[config.mk]
export PLATFORM = sky130hd
export DESIGN_NAME = psw_seq_top
export DESIGN_NICKNAME = d
export VERILOG_FILES = /design/src/rtl/psw_pkg.sv /design/src/rtl/psw_timer.sv /design/src/rtl/psw_fsm.sv /design/src/rtl/psw_pins.sv /design/src/rtl/psw_seq_top.sv
export SDC_FILE = /design/constraint.sdc
export NUM_CORES = 1
export LEC_CHECK = 0
export ABC_AREA = 1
export BUFFER_PORTS_ARGS = -buffer_cell sky130_fd_sc_hd__buf_2
export CAP_MARGIN = 10
export CORE_MARGIN = 2
export CORE_UTILIZATION = 59
export DETAILED_ROUTE_END_ITERATION = 10
export PLACE_DENSITY = 0.78
export SLEW_MARGIN = 20
export SYNTH_ARGS = -nofsm -noshare
export SYNTH_HDL_FRONTEND = slang
export SYNTH_HIERARCHICAL = 1
export SYNTH_SLANG_ARGS = --single-unit
[constraint.sdc]
create_clock -name clk -period 2.85 [get_ports clk]
set_clock_uncertainty 0.05 [all_clocks]
set_input_delay 0.4275 -clock clk [delete_from_list [all_inputs] [get_ports clk]]
set_output_delay 0.4275 -clock clk [all_outputs]
set_load 0.01 [all_outputs]
[src/rtl/psw_pkg.sv]
// Package: shared types and helpers for the pseudo-SRAM wake sequencer.
// Assumes all time arguments are in nanoseconds and the clock period is non-zero.
package psw_pkg;

    // Sequencer states; pins are decoded from these.
    typedef enum logic [2:0] {
        ST_WAIT  = 3'd0,
        ST_RD_LO = 3'd1,
        ST_RD_HI = 3'd2,
        ST_READY = 3'd3,
        ST_ENTER = 3'd4,
        ST_DEEP  = 3'd5
    } psw_state_e;

    // Memory-side control pins, all but mode active low.
    typedef struct packed {
        logic cs_n;
        logic oe_n;
        logic we_n;
        logic lb_n;
        logic ub_n;
        logic mode;
    } psw_pins_t;

    // Converts a minimum time to a cycle count, rounding up, with a floor.
    function automatic int unsigned cyc_ceil(input int unsigned ns,
                                             input int unsigned per,
                                             input int unsigned lo);
        int unsigned c;
        c = (ns + per - 1) / per;
        if (c < lo) c = lo;
        return c;
    endfunction

    // Largest of three counts, used to size the shared timer.
    function automatic int unsigned max3(input int unsigned a,
                                         input int unsigned b,
                                         input int unsigned c);
        int unsigned m;
        m = a;
        if (b > m) m = b;
        if (c > m) m = c;
        return m;
    endfunction

endpackage

[src/rtl/psw_timer.sv]
// Module: down-counting interval timer shared by all timed phases.
// Assumes the caller loads (length - 1) on the cycle a phase starts; zero
// then marks the last cycle of that phase. Reset loads RST_VAL so the
// first phase after reset needs no explicit load.
module psw_timer #(
    parameter int unsigned CW      = 8,
    parameter int unsigned RST_VAL = 0
) (
    input  logic          clk,
    input  logic          rst_n,
    input  logic          load,
    input  logic [CW-1:0] load_val,
    output logic          zero
);

    logic [CW-1:0] cnt_q;

    // Counter: reset preset, explicit load, else count down to zero and hold.
    always_ff @(posedge clk) begin
        if (!rst_n) begin
            cnt_q <= CW'(RST_VAL);
        end else if (load) begin
            cnt_q <= load_val;
        end else if (cnt_q != '0) begin
            cnt_q <= cnt_q - 1'b1;
        end
    end

    // Expiry flag for the controlling state machine.
    assign zero = (cnt_q == '0);

    AST_TMR_LOAD: assert property (@(posedge clk) disable iff (!rst_n)
        load |=> (cnt_q == $past(load_val)));
    AST_TMR_STEP: assert property (@(posedge clk) disable iff (!rst_n)
        (!load && cnt_q != '0) |=> (cnt_q == $past(cnt_q) - 1'b1));

endmodule

[src/rtl/psw_fsm.sv]
// Module: phase sequencing for wait, dummy reads, ready and deep standby.
// Assumes the timer was preset by reset to WAIT_CYC-1, so reset lands in
// the wait phase with a full interval. Standby requests are taken only in
// ST_READY, and wake requests only in ST_DEEP.
module psw_fsm
    import psw_pkg::*;
#(
    parameter int unsigned WAIT_CYC = 4,
    parameter int unsigned LOW_CYC  = 2,
    parameter int unsigned HIGH_CYC = 1,
    parameter int unsigned NREAD    = 3,
    parameter int unsigned CW       = 8
) (
    input  logic          clk,
    input  logic          rst_n,
    input  logic          stby_req,
    input  logic          wake_req,
    input  logic          tmr_zero,
    output logic          tmr_load,
    output logic [CW-1:0] tmr_val,
    output psw_state_e    state
);

    localparam int unsigned IW = (NREAD > 1) ? $clog2(NREAD) : 1;
    localparam logic [IW-1:0] LAST_IDX = IW'(NREAD - 1);

    psw_state_e    state_q, state_d;
    logic [IW-1:0] idx_q, idx_d;

    // Next-state, timer-load and read-index logic.
    always_comb begin
        state_d  = state_q;
        idx_d    = idx_q;
        tmr_load = 1'b0;
        tmr_val  = '0;
        case (state_q)
            ST_WAIT: begin
                if (tmr_zero) begin
                    state_d  = ST_RD_LO;
                    tmr_load = 1'b1;
                    tmr_val  = CW'(LOW_CYC - 1);
                end
            end
            ST_RD_LO: begin
                if (tmr_zero) begin
                    state_d  = ST_RD_HI;
                    tmr_load = 1'b1;
                    tmr_val  = CW'(HIGH_CYC - 1);
                end
            end
            ST_RD_HI: begin
                if (tmr_zero) begin
                    if (idx_q == LAST_IDX) begin
                        state_d = ST_READY;
                    end else begin
                        state_d  = ST_RD_LO;
                        idx_d    = idx_q + 1'b1;
                        tmr_load = 1'b1;
                        tmr_val  = CW'(LOW_CYC - 1);
                    end
                end
            end
            ST_READY: begin
                if (stby_req) state_d = ST_ENTER;
            end
            ST_ENTER: begin
                state_d = ST_DEEP;
            end
            ST_DEEP: begin
                if (wake_req) begin
                    state_d  = ST_WAIT;
                    idx_d    = '0;
                    tmr_load = 1'b1;
                    tmr_val  = CW'(WAIT_CYC - 1);
                end
            end
            default: begin
                state_d = ST_WAIT;
                idx_d   = '0;
            end
        endcase
    end

    // State and read-index registers with synchronous reset to the wait phase.
    always_ff @(posedge clk) begin
        if (!rst_n) begin
            state_q <= ST_WAIT;
            idx_q   <= '0;
        end else begin
            state_q <= state_d;
            idx_q   <= idx_d;
        end
    end

    assign state = state_q;

    AST_IDX_RANGE: assert property (@(posedge clk) disable iff (!rst_n)
        idx_q <= LAST_IDX);
    AST_WAKE_ONLY_DEEP: assert property (@(posedge clk) disable iff (!rst_n)
        (state_q == ST_WAIT && $past(state_q) != ST_WAIT && $past(rst_n))
        |-> ($past(state_q) == ST_DEEP && $past(wake_req)));
    AST_ENTER_FROM_READY: assert property (@(posedge clk) disable iff (!rst_n)
        (state_q == ST_ENTER) |-> ($past(state_q) == ST_READY && $past(stby_req)));

endmodule

[src/rtl/psw_pins.sv]
// Module: decodes the sequencer state into memory control pins.
// Assumes pins are glitch-free because they follow a single registered
// state vector. The mode pin is low only in deep standby.
module psw_pins
    import psw_pkg::*;
(
    input  logic       clk,
    input  logic       rst_n,
    input  psw_state_e state,
    output psw_pins_t  pins
);

    // Pin decode per phase; dummy reads select both bytes with reads only.
    always_comb begin
        pins = '{cs_n: 1'b1, oe_n: 1'b1, we_n: 1'b1,
                 lb_n: 1'b1, ub_n: 1'b1, mode: 1'b1};
        case (state)
            ST_RD_LO: begin
                pins.cs_n = 1'b0;
                pins.lb_n = 1'b0;
                pins.ub_n = 1'b0;
            end
            ST_DEEP: begin
                pins.mode = 1'b0;
            end
            default: ;
        endcase
    end

    AST_MODE_AFTER_CS: assert property (@(posedge clk) disable iff (!rst_n)
        $fell(pins.mode) |-> (pins.cs_n && $past(pins.cs_n)));
    AST_READ_QUIET: assert property (@(posedge clk) disable iff (!rst_n)
        !pins.cs_n |-> (pins.oe_n && pins.we_n && pins.mode));
    AST_NO_BYTE_IDLE: assert property (@(posedge clk) disable iff (!rst_n)
        pins.cs_n |-> (pins.lb_n && pins.ub_n));

endmodule

[src/rtl/psw_seq_top.sv]
// Module: top of the pseudo-SRAM wake and deep-standby sequencer.
// Converts nanosecond minimums to clock counts (rounded up), ties the
// timer, phase machine and pin decode together, and raises ready once the
// dummy reads are done. Assumes the host holds stby_req until ready falls.
module psw_seq_top
    import psw_pkg::*;
#(
    parameter int unsigned CLK_NS  = 10,
    parameter int unsigned WAIT_NS = 200000,
    parameter int unsigned RD_NS   = 90,
    parameter int unsigned CSH_NS  = 10,
    parameter int unsigned NREAD   = 3
) (
    input  logic clk,
    input  logic rst_n,
    input  logic stby_req,
    input  logic wake_req,
    output logic ready,
    output logic mem_cs_n,
    output logic mem_oe_n,
    output logic mem_we_n,
    output logic mem_lb_n,
    output logic mem_ub_n,
    output logic mem_mode
);

    localparam int unsigned WAIT_CYC = cyc_ceil(WAIT_NS, CLK_NS, 1);
    localparam int unsigned LOW_CYC  = cyc_ceil(RD_NS, CLK_NS, 1);
    localparam int unsigned HIGH_CYC = cyc_ceil(CSH_NS, CLK_NS, 1);
    localparam int unsigned CW       = $clog2(max3(WAIT_CYC, LOW_CYC, HIGH_CYC) + 1);

    logic          tmr_load;
    logic [CW-1:0] tmr_val;
    logic          tmr_zero;
    psw_state_e    state;
    psw_pins_t     pins;

    psw_timer #(
        .CW      (CW),
        .RST_VAL (WAIT_CYC - 1)
    ) u_timer (
        .clk      (clk),
        .rst_n    (rst_n),
        .load     (tmr_load),
        .load_val (tmr_val),
        .zero     (tmr_zero)
    );

    psw_fsm #(
        .WAIT_CYC (WAIT_CYC),
        .LOW_CYC  (LOW_CYC),
        .HIGH_CYC (HIGH_CYC),
        .NREAD    (NREAD),
        .CW       (CW)
    ) u_fsm (
        .clk      (clk),
        .rst_n    (rst_n),
        .stby_req (stby_req),
        .wake_req (wake_req),
        .tmr_zero (tmr_zero),
        .tmr_load (tmr_load),
        .tmr_val  (tmr_val),
        .state    (state)
    );

    psw_pins u_pins (
        .clk   (clk),
        .rst_n (rst_n),
        .state (state),
        .pins  (pins)
    );

    // Port mapping of the decoded pins and the ready flag.
    assign ready    = (state == ST_READY);
    assign mem_cs_n = pins.cs_n;
    assign mem_oe_n = pins.oe_n;
    assign mem_we_n = pins.we_n;
    assign mem_lb_n = pins.lb_n;
    assign mem_ub_n = pins.ub_n;
    assign mem_mode = pins.mode;

    AST_READY_DROP: assert property (@(posedge clk) disable iff (!rst_n)
        (ready && stby_req) |=> (!ready && mem_mode && mem_cs_n));
    AST_READY_CAUSE: assert property (@(posedge clk) disable iff (!rst_n)
        ($fell(ready) && $past(rst_n)) |-> $past(stby_req));
    AST_READY_AFTER_GAP: assert property (@(posedge clk) disable iff (!rst_n)
        $rose(ready) |-> ($past(mem_cs_n) && mem_cs_n && mem_mode));
    AST_WAKE_IGNORED: assert property (@(posedge clk) disable iff (!rst_n)
        (ready && !stby_req) |=> ready);

endmodule

==> impl_metrics.yaml, run 1 <==
status:
  run_status: "complete, no violations"
die:
  fp.dieArea_sq_um: 2960
  start_util_pct: 61.63
  core_sq_um: 2432
  rows: 18
  dieWidth_microns: 54.41
  die_y_microns: 54.41
  ioPinCount: 11
timing:
  finalSetupTns_ns: 0
  finalSetupViolCount: 0
  max_freq_ghz: 0.4163
  hold_viol: 0
  rsz0062_at_grt: "no"
  period_share_pct: 84.29
  slew_violations: 0
  period_minus_slack_ns: 2.402
global_routing:
  grt-ovfl-total: 0
  grt_pass1_wl_mm: 4.864
  antenna_found_initial: 0
  grt_pass1_vias: 1154
  grt_max_degree: 16
  grt_usage_pct: 22.34
critical_path:
  arrival_ns: 2.56
  critPathLaunchType: "flop"
  r2r_cells: 14
  rrSetupSlack_ns: 0.45
  rr_startpoint: "u_timer/cnt_q[0]"
  worst_setup_path_end_kind: "flop"
  r2r-end: "u_timer/cnt_q[1]"
  crit_path_cell_trace: "inv_1, ha_1, nand2_4, nor2_8, nand2_2, nor2_4, nand2_1, nor2_1, nor2_1, o31ai_1, inv_1, nand4_1, a21oi_1, o21ai_1"
  worst_ep_required_time_ns: 3.00
  cp_slowest_stage_delay_ns: 0.38
  cp_max_fo: 15
  path_class: "flop to flop"
  critPathSlowestCell: "inv_1"
logic_synthesis:
  synth-seq-area-share_pct: 26.71
  ys.flop_type: "dfxtp_1"
  synth_common_cells: "49 x nand2_1, 32 x nor2_1, 25 x inv_1"
  avgSynthCellArea_sq_um: 6.461
  yosys.area_share.simple_pct: 39.57
  yosysMostFrequentCell: "nand2_1"
  synth_top_cell_area_share_pct: 26.71
  netlist-cell-type-count: 32
  async_reset_ff_share_pct: 0
  synth_edf_count: 0
  ys_warn_count: 6
  synthXorXnorAreaFrac_pct: 2.337
  postSynthCellCount: 232
  synth_seq_cells: 20
  syn_area_sq_um: 1499
  synth_top_area_cell: "dfxtp_1"
  synth_fa_ha_area_share_pct: 1.669
  synth_area_leaders: "dfxtp_1 27%, nand2_1 12%, buf_4 8.5%, nor2_1 8.0%, nand3_1 6.7%"
  synth_compound_area_share_pct: 11.19
  synth_top_family_by_area: "simple AND/OR/NAND/NOR gates"
  synth_mux_area_share_pct: 0
clock_network:
  h-tree-depth: 1
  clock_path_buffers: 2
  clockRootBuffer: "clkbuf_4"
  cts_setup_buffers: 0
  clk_pin_slew_ns: 0.12
  clk_latency_ns: 0.30
  cts_resized: 0
  cts.hold.buffers_added: 0
  clock_sinks: 20
  numCtsBuffers: 3
  cts_tree: "done"
place:
  dp_hpwl_mm: 2.138
  placed_area_sq_um: 1453
  place.port_buffers: 8
  gp_congestion: 0.8580
finish:
  drive_gt1_share_pct: 14.35
  finalNetCount: 238
  diodes: 0
  stdcell_area_sq_um: 1475
  area_delta_synth_final_pct: -1.586
  fill_cells: 247
detailed_routing:
  drtPass1Iterations: 4
  via_per_inst: 4.992
  drc: 0
  drtIter0Drc: 43
  routed_wirelength_mm: 2.880
  ant_nets: 0
  vias: 1298
  wire_per_inst_microns: 11.08
flow_run:
  maxCapViolations: 0
min_path:
  worstHoldStart: "rst_n"
  hold_class: "input pin to flop"
  hold_depth: 2
  hold_path_end: "u_timer/cnt_q[4]"
power_and_ir_drop:
  p_leak_nw: 0.6922
  ir_drop_uv: 257.2
  power_density_nw_per_um2: 302.3
==> layer usage <==
metal | track usage, % | up-vias | wire [microns]
met1 | 30.02 | 559 | 1335
met4 | 6.250 | 0 | 16
met2 | 37.55 | 32 | 1365
met5 | 0 | - | 0
met3 | 2.459 | 2 | 163
li1 | - | 705 | -
==> area by class of cell <==
class | count | area, sq um | share of cell area [%]
timing repair buffer | 10 | 55.05 | 3.732
tap | 30 | 37.54 | 2.545
clock buffer | 3 | 22.52 | 1.527
sequential | 20 | 400.4 | 27.14
inverter | 29 | 108.9 | 7.379
multi-input combinational | 168 | 850.8 | 57.68
==> registers in the layout, indices dropped and copies added (netlist names) <==
register,cells
u_fsm/idx_q,2
u_timer/cnt_q,15
u_fsm/state,3
==> kinds of logic after synthesis <==
family / count (synthesis)
buffers and inverters: 50
adders and majority gates: 2
and+or+nand+nor: 123
AOI/OAI and AO/OA: 31
DFF: 20
other: 2
xor gates and xnor gates: 4
==> per-stage QoR <==
step / cells / utilization, % / setup WS [ns] / total power, W / hold WS, ns
after global placement: 257 / 59.72 / 0.5663 / 0.0003155 / 0.4309
after global routing: 260 / 60.65 / 0.2031 / 0.0004618 / 0.3211
final: 260 / 60.65 / 0.4478 / 0.0004459 / 0.3124
after CTS: 260 / 60.65 / 0.4650 / 0.0004490 / 0.3226
after detailed placement: 257 / 59.72 / 0.4819 / 0.0003155 / 0.4381
after floorplan: 238 / - / 0.6359 / 0.0003171 / 0.4087
==> layout by cell type (no fill, tap or decap), types with 5 or more instances in the layout <==
master   count
conb_1       8
buf_2        8
nor2_1      32
a21oi_1     12
nand2_1     49
inv_1       25
dfxtp_1     20
o21ai_0      9
o21ai_1      5
nand3_1     20
nand2_2      5
==> worst max-delay path by stage <==
stage | start | to | slack (ns) | depth (start not counted)
after CTS | u_timer/cnt_q[0] | u_timer/cnt_q[1] | 0.47 | 14
final | u_timer/cnt_q[0] | u_timer/cnt_q[1] | 0.45 | 14
after detailed placement | u_timer/cnt_q[0] | u_timer/cnt_q[1] | 0.48 | 14
after global placement | u_timer/cnt_q[0] | u_timer/cnt_q[8] | 0.57 | 13
after global routing | u_timer/cnt_q[0] | u_timer/cnt_q[1] | 0.20 | 14
after floorplan | u_timer/cnt_q[0] | u_timer/cnt_q[4] | 0.64 | 12
==> where the power goes <==
group	internal, W	total (W)	switching (W)
registers	0.000283	0.000285	0.00000233
logic	0.00000820	0.0000244	0.0000162
clock network	0.0000492	0.000136	0.0000872
total	0.000340	0.000446	0.000106
==> worst max-delay path, delay by kind of cell (launching register included) <==
family                   cells  cell delay, ns
AO/OA/AOI/OAI                3            0.35
adder cells (fa/ha/maj)      1            0.26
buffers and inverters        2            0.45
flip-flops                   1            0.37
AND/OR/NAND/NOR              8            0.83
Power figures use the tool's default switching activity.
==> inputs of run 2 (changes only) <==
- clock period: 2.85 -> 2.3 ns (I/O delays scaled with it)
==> run 2 against run 1 <==
- die area did not move
- sequential power up 24%
- worst hold slack got worse by 0.086 ns
- power increased by 34%
- sequential cell count did not move
- critical path depth grew 2
- global-route usage down 2.3 points
- sequential share of layout area down 1.6 points
- combinational power rose by 37%
- core utilization up 3.8 points
- clock power increased by 54%
- critical path type unchanged
==> impl_metrics.yaml, run 2 (synthesis results as in run 1) <==
clock_network:
  h-tree-depth: 1
  cts_tree: "done"
  clk_latency_ns: 0.31
  clock_sinks: 20
  clock_path_buffers: 2
  clockRootBuffer: "clkbuf_4"
  clk_pin_slew_ns: 0.12
  numCtsBuffers: 3
  cts.hold.buffers_added: 0
finish:
  drive_gt1_share_pct: 17.65
  fill_cells: 224
  area_delta_synth_final_pct: 4.507
  finalNetCount: 245
  largest_reg_flops: 15
  largest-register: "u_timer/cnt_q"
  diodes: 0
  mostFrequentLayoutCell: "nand2_1"
  final_cell_mix: "49 x nand2_1, 32 x nor2_1, 25 x inv_1"
critical_path:
  worst_ep_required_time_ns: 2.46
  path_class: "flop to flop"
  cp_max_fo: 15
  critPathLaunchType: "flop"
  worst_setup_path_end_kind: "flop"
  arrival_ns: 2.29
detailed_routing:
  drtIter0Drc: 21
  ant_nets: 0
  via_per_inst: 4.955
  routed_wirelength_mm: 2.845
  drtPass1Iterations: 4
  wire_per_inst_microns: 10.62
  vias: 1328
  drc: 0
die:
  dieWidth_microns: 54.41
  fp.dieArea_sq_um: 2960
  core_sq_um: 2432
  start_util_pct: 61.63
  rows: 18
  die_y_microns: 54.41
  ioPinCount: 11
global_routing:
  grt_usage_pct: 20.06
  grt_pass1_wl_mm: 4.402
  grt-ovfl-total: 0
  antenna_found_initial: 0
  grt_max_degree: 16
  grt_pass1_vias: 1095
place:
  dp_hpwl_mm: 2.158
  place.port_buffers: 8
  gp_congestion: 0.8604
timing:
  period_share_pct: 92.78
  finalHoldWorstSlack_ns: 0.2263
  period_minus_slack_ns: 2.134
  hold_viol: 0
  rsz0062_at_grt: "no"
  finalSetupTns_ns: 0
  max_freq_ghz: 0.4686
  finalSetupViolCount: 0
  slew_violations: 0
power_and_ir_drop:
  power_density_nw_per_um2: 381.0
  p_leak_nw: 0.7417
  ir_drop_uv: 361.9
flow_run:
  maxCapViolations: 0
min_path:
  hold_class: "input pin to flop"
status:
  run_status: "complete, no violations"
## run 2: cell types whose count changed in the layout (fill, tap and decap cells not counted), sizes merged
cell    change
clkbuf      +1
buf         +7
## run 2: cell type report
| cell class | instances | area, sq um | share of cell area, % |
|---|---|---|---|
| Clock buffer | 4 | 36.28 | 2.316 |
| Inverter | 29 | 108.9 | 6.949 |
| Sequential cell | 20 | 400.4 | 25.56 |
| Tap cell | 30 | 37.54 | 2.396 |
| Multi-Input combinational cell | 168 | 863.3 | 55.11 |
| Timing Repair Buffer | 17 | 120.1 | 7.668 |
## run 2: worst max-delay path, stage by stage, from the launching register on
cell and delay (ns):
dfxtp_1 0.34, inv_1 0.11, ha_4 0.17, nand2_4 0.08, nor2_8 0.11, nand2_2 0.07, nor2_4 0.16, nand2_1 0.09
nor2_1 0.10, nor2_1 0.05, o31ai_1 0.09, inv_1 0.12, buf_12 0.16, nand2_4 0.11, inv_2 0.05, nand2_1 0.08
nand3_1 0.08
## run 2: worst paths after layout
path	from	to	slack, ns	depth (start not counted)
worst min-delay path	rst_n	u_timer/cnt_q[4]	0.23	2
worst min register to register	u_timer/cnt_q[14]	u_timer/cnt_q[14]	0.46	2
worst max register to register	u_timer/cnt_q[0]	u_timer/cnt_q[2]	0.17	16
worst max-delay path	u_timer/cnt_q[0]	u_timer/cnt_q[2]	0.17	16
## run 2: what timing repair did
item	4_1_cts	5_1_grt
endpoints found under the hold margin	0	0
setup buffers	0	2
resized for setup	0	2
endpoints found under the setup margin	0	10
## run 2: layer usage
| metal | vias up | GRT usage, % | share of wire, % |
|---|---|---|---|
| li1 | 724 | - | - |
| met1 | 581 | 24.88 | 46 |
| met2 | 21 | 36.35 | 50 |
| met3 | 2 | 3.005 | 3.1 |
| met4 | 0 | 4.167 | 0.67 |
| met5 | - | 0 | 0 |
## run 2: per-stage QoR
stage	instance area [sq um]	worst slack [ns]	util [%]	std cells	total power, W
detailed placement	1503	0.1190	61.78	262	0.0003907
floorplan	1521	0.08592	-	238	0.0003929
global placement	1503	0.1392	61.78	262	0.0003909
CTS	1539	0.1080	63.27	266	0.0005992
global route	1567	0.0007185	64.40	268	0.0006175
finish	1567	0.1660	64.40	268	0.0005968
## run 2: power breakdown
| group | leakage, nW | switching [W] | total [W] | internal, W |
|---|---|---|---|---|
| Sequential | 0.162 | 0.00000287 | 0.000353 | 0.000351 |
| Clock | 0.0210 | 0.000113 | 0.000210 | 0.0000967 |
| Combinational | 0.559 | 0.0000216 | 0.0000334 | 0.0000118 |
| Total | 0.742 | 0.000138 | 0.000597 | 0.000459 |
